==> src/rtl/vbs_sad_engine.sv <==
module vbs_sad_engine #(
  parameter int PW  = 8,
  parameter int MVW = 7
) (
  input  logic                 clk,
  input  logic                 rst_n,
  input  logic                 search_start,
  input  logic                 cand_start,
  input  logic                 cand_last,
  input  logic [MVW-1:0]       cand_mvx,
  input  logic [MVW-1:0]       cand_mvy,
  input  logic                 row_valid,
  input  logic [16*PW-1:0]     cur_row,
  input  logic [16*PW-1:0]     ref_row,
  input  logic [15:0]          mask_row,
  output logic                 done,
  output logic [16*(PW+4)-1:0] best4_cost,
  output logic [16*MVW-1:0]    best4_mvx,
  output logic [16*MVW-1:0]    best4_mvy,
  output logic [4*(PW+6)-1:0]  best8_cost,
  output logic [4*MVW-1:0]     best8_mvx,
  output logic [4*MVW-1:0]     best8_mvy,
  output logic [PW+7:0]        best16_cost,
  output logic [MVW-1:0]       best16_mvx,
  output logic [MVW-1:0]       best16_mvy
);
  localparam int W4  = PW + 4;
  localparam int W8  = PW + 6;
  localparam int W16 = PW + 8;
  localparam int WB  = PW + 2;

  logic [3:0] row_cnt;
  logic [3:0] idx;
  assign idx = cand_start ? 4'd0 : row_cnt;

  always_ff @(posedge clk or negedge rst_n)
    if (!rst_n) row_cnt <= '0;
    else if (row_valid) row_cnt <= idx + 4'd1;

  logic [PW-1:0] ad [16];
  logic [WB-1:0] band [4];

  for (genvar c = 0; c < 16; c++) begin : g_col
    logic [PW-1:0] a, b;
    assign a = cur_row[c*PW +: PW];
    assign b = ref_row[c*PW +: PW];
    assign ad[c] = !mask_row[c] ? '0 : (a > b) ? a - b : b - a;
  end

  for (genvar k = 0; k < 4; k++) begin : g_band
    assign band[k] = WB'(ad[4*k]) + WB'(ad[4*k+1]) + WB'(ad[4*k+2]) + WB'(ad[4*k+3]);
  end

  logic [W4-1:0] acc [16];

  for (genvar g = 0; g < 16; g++) begin : g_acc
    always_ff @(posedge clk or negedge rst_n)
      if (!rst_n) acc[g] <= '0;
      else if (row_valid && idx[3:2] == 2'(g / 4))
        acc[g] <= (idx[1:0] == 2'd0 ? '0 : acc[g]) + W4'(band[g % 4]);
  end

  logic [MVW-1:0] cmvx, cmvy;
  logic           clast, fin_q;

  always_ff @(posedge clk or negedge rst_n)
    if (!rst_n) begin
      cmvx  <= '0;
      cmvy  <= '0;
      clast <= 1'b0;
      fin_q <= 1'b0;
    end else begin
      if (row_valid && cand_start) begin
        cmvx  <= cand_mvx;
        cmvy  <= cand_mvy;
        clast <= cand_last;
      end
      fin_q <= row_valid && idx == 4'd15;
    end

  logic [W8-1:0]  t8 [4];
  logic [W16-1:0] t16;

  for (genvar q = 0; q < 4; q++) begin : g_tree8
    localparam int B0 = (q / 2) * 8 + (q % 2) * 2;
    assign t8[q] = W8'(acc[B0]) + W8'(acc[B0+1]) + W8'(acc[B0+4]) + W8'(acc[B0+5]);
  end
  assign t16 = W16'(t8[0]) + W16'(t8[1]) + W16'(t8[2]) + W16'(t8[3]);

  logic [W4-1:0]  s4 [16];
  logic [W8-1:0]  s8 [4];
  logic [W16-1:0] s16;
  logic [MVW-1:0] smvx, smvy;
  logic           st_vld, st_last;

  always_ff @(posedge clk or negedge rst_n)
    if (!rst_n) begin
      st_vld  <= 1'b0;
      st_last <= 1'b0;
      smvx    <= '0;
      smvy    <= '0;
      s16     <= '0;
    end else begin
      st_vld  <= fin_q;
      st_last <= fin_q && clast;
      if (fin_q) begin
        smvx <= cmvx;
        smvy <= cmvy;
        s16  <= t16;
      end
    end

  for (genvar g = 0; g < 16; g++) begin : g_st4
    always_ff @(posedge clk or negedge rst_n)
      if (!rst_n) s4[g] <= '0;
      else if (fin_q) s4[g] <= acc[g];
  end

  for (genvar q = 0; q < 4; q++) begin : g_st8
    always_ff @(posedge clk or negedge rst_n)
      if (!rst_n) s8[q] <= '0;
      else if (fin_q) s8[q] <= t8[q];
  end

  logic [W4-1:0]  b4c [16];
  logic [MVW-1:0] b4x [16], b4y [16];
  logic [W8-1:0]  b8c [4];
  logic [MVW-1:0] b8x [4], b8y [4];
  logic [W16-1:0] b16c;
  logic [MVW-1:0] b16x, b16y;

  for (genvar g = 0; g < 16; g++) begin : g_best4
    always_ff @(posedge clk or negedge rst_n)
      if (!rst_n) begin
        b4c[g] <= '1;
        b4x[g] <= '0;
        b4y[g] <= '0;
      end else if (search_start) begin
        b4c[g] <= '1;
        b4x[g] <= '0;
        b4y[g] <= '0;
      end else if (st_vld && s4[g] < b4c[g]) begin
        b4c[g] <= s4[g];
        b4x[g] <= smvx;
        b4y[g] <= smvy;
      end
    assign best4_cost[g*W4 +: W4]  = b4c[g];
    assign best4_mvx[g*MVW +: MVW] = b4x[g];
    assign best4_mvy[g*MVW +: MVW] = b4y[g];

    a_r5_best4_nonincr: assert property (@(posedge clk) disable iff (!rst_n)
      !search_start |=> b4c[g] <= $past(b4c[g]));
    a_r5_best4_keep: assert property (@(posedge clk) disable iff (!rst_n)
      (!search_start && !(st_vld && s4[g] < b4c[g])) |=>
        ($stable(b4c[g]) && $stable(b4x[g]) && $stable(b4y[g])));
  end

  for (genvar q = 0; q < 4; q++) begin : g_best8
    always_ff @(posedge clk or negedge rst_n)
      if (!rst_n) begin
        b8c[q] <= '1;
        b8x[q] <= '0;
        b8y[q] <= '0;
      end else if (search_start) begin
        b8c[q] <= '1;
        b8x[q] <= '0;
        b8y[q] <= '0;
      end else if (st_vld && s8[q] < b8c[q]) begin
        b8c[q] <= s8[q];
        b8x[q] <= smvx;
        b8y[q] <= smvy;
      end
    assign best8_cost[q*W8 +: W8]  = b8c[q];
    assign best8_mvx[q*MVW +: MVW] = b8x[q];
    assign best8_mvy[q*MVW +: MVW] = b8y[q];

    a_r5_best8_nonincr: assert property (@(posedge clk) disable iff (!rst_n)
      !search_start |=> b8c[q] <= $past(b8c[q]));
  end

  always_ff @(posedge clk or negedge rst_n)
    if (!rst_n) begin
      b16c <= '1;
      b16x <= '0;
      b16y <= '0;
    end else if (search_start) begin
      b16c <= '1;
      b16x <= '0;
      b16y <= '0;
    end else if (st_vld && s16 < b16c) begin
      b16c <= s16;
      b16x <= smvx;
      b16y <= smvy;
    end
  assign best16_cost = b16c;
  assign best16_mvx  = b16x;
  assign best16_mvy  = b16y;

  logic cmp_last;
  always_ff @(posedge clk or negedge rst_n)
    if (!rst_n) begin
      cmp_last <= 1'b0;
      done     <= 1'b0;
    end else begin
      cmp_last <= st_vld && st_last;
      done     <= cmp_last;
    end

  a_r6_init_after_start: assert property (@(posedge clk) disable iff (!rst_n)
    search_start |=> (b16c == '1 && b16x == '0 && b16y == '0));
  a_r7_done_single: assert property (@(posedge clk) disable iff (!rst_n)
    done |=> !done);
  a_r7_done_after_cmp: assert property (@(posedge clk) disable iff (!rst_n)
    $rose(done) |-> $past(cmp_last));
  a_r1_start_with_row: assert property (@(posedge clk) disable iff (!rst_n)
    cand_start |-> row_valid);
  a_r8_stage_follows_row15: assert property (@(posedge clk) disable iff (!rst_n)
    st_vld |-> $past(fin_q));

endmodule

==> config.mk <==
export PLATFORM = sky130hd
export DESIGN_NAME = vbs_sad_engine
export DESIGN_NICKNAME = d
export VERILOG_FILES = /design/src/rtl/vbs_sad_engine.sv
export SDC_FILE = /design/constraint.sdc
export NUM_CORES = 2
export LEC_CHECK = 0
export ABC_CLOCK_PERIOD_IN_PS = 6550
export BUFFER_PORTS_ARGS = -buffer_cell sky130_fd_sc_hd__buf_4
export CAP_MARGIN = 20
export CORE_MARGIN = 2
export CORE_UTILIZATION = 62
export CTS_BUF_LIST = sky130_fd_sc_hd__clkbuf_8
export CTS_CLUSTER_DIAMETER = 80
export DETAILED_ROUTE_END_ITERATION = 10
export PLACE_DENSITY = 0.9
export SLEW_MARGIN = 10
export SYNTH_ARGS = -nofsm -noshare
export SYNTH_HDL_FRONTEND = slang
export SYNTH_SLANG_ARGS = --single-unit
export TNS_END_PERCENT = 5
==> constraint.sdc <==
create_clock -name clk -period 6.55 [get_ports clk]
set_input_delay 0 -clock clk [delete_from_list [all_inputs] [get_ports clk]]
set_output_delay 0 -clock clk [all_outputs]
set_load 0.005 [all_outputs]
After elaboration in Yosys (flattened, before gate mapping):

Index checks and enable logic that the tools add are counted.

* register bits after elaboration: 1052
* output and inout bits: 559
* word-level logic and storage cells: 455

* add/sub/neg operators: 76
* $lt $le $gt $ge: 37
* equal/unequal tests: 4
* muxes and demuxes: 175
* reduce and logical (&&, ||, !) cells: 52

Operator list (number)
* 2-to-1 mux 7 bit: 84
* 2-to-1 mux 12 bit: 48
* 2-to-1 mux 8 bit: 32
* subtractor 8 bit: 32
* adder 12 x 10 -> 12 bit: 16
* less-than comparator 12 bit: 16
* > comparator 8 bit: 16
* 2-to-1 mux 14 bit: 8
* adder 13 x 12 -> 14 bit: 4
* adder 14 x 12 -> 14 bit: 4
* less-than comparator 14 bit: 4
* adder 12 x 12 -> 13 bit: 4
* nonzero test 2 bit: 21
* adder 10 x 8 -> 10 bit: 4
* adder 9 x 8 -> 10 bit: 4
* adder 8 x 8 -> 9 bit: 4
* 2-to-1 mux 16 bit: 2
* logical AND 1 bit: 29
* adder 15 x 14 -> 16 bit: 1
* adder 16 x 14 -> 16 bit: 1
* less-than comparator 16 bit: 1
* adder 14 x 14 -> 15 bit: 1
* adder 4 x 1 -> 4 bit, second input constant: 1
* == test 2 bit, second input constant: 2
* 4 further kinds: 5

Depth between registers and ports, before layout:

* depth in word-level cells: 7
* mapped depth: 30

Worst setup path before layout:

Ideal clock, no wire load.

* path type: input -> register
* start: input port cur_row[88]
* end: register acc[166] in the netlist's numbering
* library setup time: 0.077 ns
* arrival time: 6.134 ns
* data required time: 6.473 ns
* path slack: 0.339 ns
* cell stages on the path: 29
* buffers on the path: 1
* cells stage by stage: inv_1 -> ha_1 -> inv_1 -> fa_1 -> a21o_1 -> a21oi_1 -> o21ai_0 -> o211ai_1 -> buf_1 -> mux2i_1 -> xor2_1 -> nor2_1 -> fa_1 -> inv_1 -> fa_1 -> inv_1 -> fa_1 -> a21o_1 -> a21oi_1 -> o21bai_1 -> a21oi_2 -> xnor2_1 -> ha_1 -> inv_1 -> o31ai_1 -> a211oi_1 -> nor2_1 -> mux2_1 -> a21oi_1

* word-level cells in the longest chain between the ends: 5

RTL lines
* from (decl): line 13 `input logic [16*PW-1:0] cur_row,`
* subtractor 8 bit / > comparator 8 bit (equally long branches): line 47 `assign ad[c] = !mask_row[c] ? '0 : (a > b) ? a - b : b - a;`
* 2-to-1 mux 8 bit * (2 in a row): line 47
* adder 10 x 8 -> 10 bit *: line 51 `assign band[k] = WB'(ad[4*k]) + WB'(ad[4*k+1]) + WB'(ad[4*k+2]) + WB'(ad[4*k+3]);`
* adder 12 x 10 -> 12 bit *: line 60 `acc[g] <= (idx[1:0] == 2'd0 ? '0 : acc[g]) + W4'(band[g % 4]);`
* to (signal, indexed assignment): line 60
* to (decl): line 54 `logic [W4-1:0] acc [16];`

Mark *: on every way between the ends. The rest lies on a longest branch, timed or not.
A chain may end at the register's enable or synchronous reset.

==> results_dict.tcl <==
set metrics [dict create \
    status "completed" \
    clock_sinks 1052 \
    syn-instance-count 8117 \
    fp.dieH_um 355 \
    placed_cells 10400 \
    fillCellCount 8470 \
    num_rows 128 \
    crit_path_end_kind "register" \
    die-area_um2 126000 \
    required_ns 7.39 \
    finClkSkew_ns 0.0617 \
    clk_latency_ns 0.97 \
    route.detailed.drc 0 \
    final_layout_size_suffix_gt1_frac 0.197 \
    area_delta_synth_final_pct 16.9 \
    critPathMaxFanout 4 \
    holdWs_ns 0.0883 \
    synth-warning-count 0 \
    regArea_um2 26700 \
    clk_path_buf_depth 3 \
    grt_max_degree 212 \
    drv_slew 0 \
    port-buffer-count 850 \
    finalHoldViolations 0 \
    avgSynthCellArea_um2 9.41 \
    leakage_nw 48.6 \
    avgViaCountPerCell 6.00 \
    final_common_cell "buf_4" \
    max_freq_ghz 0.158 \
    htree_num_levels 4 \
    firstDrtPassIters 9 \
    gp_congestion 1.01 \
    grt_pass1_vias 66400 \
    power_density_nw_per_um2 616 \
    final_cell_mix "buf_4 (1019), inv_1 (1005), dfrtp_1 (787)" \
    grt_pass1_wl_mm 378 \
    syn_area_um2 76400 \
    period_minus_slack_ns 6.32 \
    finalNonFillerCells 10800 \
    antenna_found_initial 14 \
    cap_violations 0 \
    synthFlopType "dfrtp_1" \
    drt_iter0_drc 5429 \
    drt-total-wl_mm 247 \
    cts_root_buf "clkbuf_8" \
    nets 10300 \
    period_share 0.965 \
    die-width_um 355 \
    yosys_register_bits 1052 \
    start_util 0.626 \
    ys_seq_area_frac 0.349 \
    synth-async-reset-ratio 1.00 \
    io_pins 851 \
    worst_slew_pin_slew_ns 1.24 \
    track_usage 0.388 \
    crit_type "register to register" \
    overflow 0 \
    syn-num-nets 9393 \
    synth_edf_count 0 \
    ir_drop_uv 2990 \
    hpwl_mm 185 \
    worstPathArrival_ns 7.16 \
    start_kind "register" \
    finalSetupViolations 0 \
    core_area_um2 122000 \
    fin_setup_tns_ns 0 \
    cts_tree "built" \
    synthDistinctLibCells 82 \
    ant_nets 0 \
    num_vias 64900 \
    cts-buffers-inserted 172 \
    wire_per_inst_um 22.9 \
    relSlewSlack 0.173 \
    clk_transition_reported_paths_ns 0.07 \
    min_path_type "primary input to register" \
    multiInputGateArea_um2 45000 \
]
## layer usage
layer  vias to the layer above  global-route usage  part of all wire
li1                      29400                   -                 -
met1                     31700               0.443              0.36
met2                      2944               0.634              0.47
met3                       937              0.0969             0.087
met4                         2               0.282             0.084
met5                         -                   0          0.000053
## cells by family (layout without fill, tap and decap cells)
family	Yosys count	count (layout)	share of synthesized area
AO/OA/AOI/OAI	1627	1627	0.137
XOR/XNOR	291	291	0.0392
adder cells (fa/ha/maj)	984	984	0.184
buffers and inverters	1271	2335	0.0627
flip-flops	1052	1052	0.349
multiplexers	707	707	0.0959
other	0	9	0
AND/OR/NAND/NOR	2185	2185	0.132
## per-stage QoR
step | power [mW] | util | cell area (um^2) | worst slack (ns)
2_1_floorplan | 37.8 | - | 76400 | 0.339
3_3_place_gp | 47.1 | 0.698 | 85100 | -0.0533
3_5_place_dp | 47.9 | 0.698 | 85100 | -0.116
4_1_cts | 54.4 | 0.731 | 89200 | 0.212
5_1_grt | 58.2 | 0.731 | 89300 | -0.000318
6_report | 55.0 | 0.732 | 89300 | 0.229
## area by class of cell
| class | count | share of cell area |
|---|---|---|
| multi-input combinational | 5794 | 0.504 |
| sequential | 1052 | 0.299 |
| timing repair buffer | 1074 | 0.0938 |
| inverter | 939 | 0.0395 |
| clock buffer | 215 | 0.0331 |
| tap | 1625 | 0.0228 |
| clock inverter | 107 | 0.00757 |
| antenna | 9 | 0.000252 |
## critical path: stages, from the launching register on
cell and delay, ns:
dfrtp_1 0.40, inv_1 0.11, fa_1 0.54, fa_1 0.51, inv_1 0.05, ha_1 0.21, fa_1 0.46, a21o_1 0.17
a21oi_1 0.21, o21bai_1 0.11, a21oi_2 0.21, o21bai_1 0.08, a21oi_1 0.18, xnor2_1 0.22, fa_1 0.60, inv_1 0.07
fa_1 0.49, inv_1 0.05, ha_1 0.33, nand3_1 0.11, nand2_1 0.09, o21bai_1 0.22, o211a_1 0.26, or3_1 0.31
a31o_2 0.25
## state kept, by name, indices dropped and copies added, names as in the netlist, 4 cells and up
name	flops
acc	192
best16_cost	16
best16_mvx	7
best16_mvy	7
best4_cost	192
best4_mvx	112
best4_mvy	112
best8_cost	56
best8_mvx	28
best8_mvy	28
cmvx	7
cmvy	7
row_cnt	4
s16	16
s4	192
s8	56
smvx	7
smvy	7
## what timing repair did
item / CTS / global route
setup endpoints to repair: 0 / 3
gates resized for setup: 0 / 3
hold buffers: 37 / 0
buffers inserted: 0 / 0
endpoints found under the hold margin: 626 / 0
## cell usage after synthesis, types with 14 or more instances
library cell / count / area, um^2
a21oi_1: 386 / 1930
buf_2: 14 / 70.1
nand3_1: 84 / 420
o211ai_1: 34 / 255
a31oi_1: 47 / 294
nor2_1: 787 / 2950
nor2b_1: 201 / 1260
and3_1: 23 / 144
dfstp_2: 264 / 6940
nand2_1: 611 / 2290
a21o_1: 194 / 1460
a211oi_1: 50 / 375
o21ai_0: 472 / 2360
ha_1: 748 / 9360
o41ai_1: 14 / 123
mux2_2: 191 / 2150
and2_1: 62 / 388
xor2_1: 104 / 911
or3_1: 24 / 150
xnor2_1: 154 / 1350
a211o_1: 177 / 1550
mux2i_1: 512 / 5120
nand2b_1: 199 / 1240
o21bai_1: 28 / 210
o2111ai_1: 24 / 210
inv_1: 938 / 3520
nor3_1: 82 / 410
a311oi_1: 17 / 149
o21a_1: 37 / 278
nand4_1: 46 / 288
fa_1: 236 / 4720
xnor3_1: 30 / 676
dfrtp_1: 788 / 19700
clkbuf_1: 269 / 1010
buf_1: 49 / 184
o31ai_1: 25 / 188
## power by group
| group | internal, mW | switching [mW] |
|---|---|---|
| combinational | 16.9 | 23.8 |
| sequential | 7.05 | 1.07 |
| clock | 3.14 | 2.99 |
| total | 27.1 | 27.9 |
## worst paths after layout
check / from / to / slack [ns] / depth (start not counted)
setup / recovery: acc[1] / s16[14] / 0.23 / 24
hold / removal: row_valid / row_cnt[3] / 0.09 / 3
setup reg to reg: acc[1] / s16[14] / 0.23 / 24
hold reg to reg: cmp_last / done / 0.38 / 0
max in group asynchronous: rst_n / best16_mvy[0] / 4.90 / 5
min in group asynchronous: rst_n / best8_cost[43] / 0.42 / 3
No activity file was read; power rests on OpenSTA's default activity.
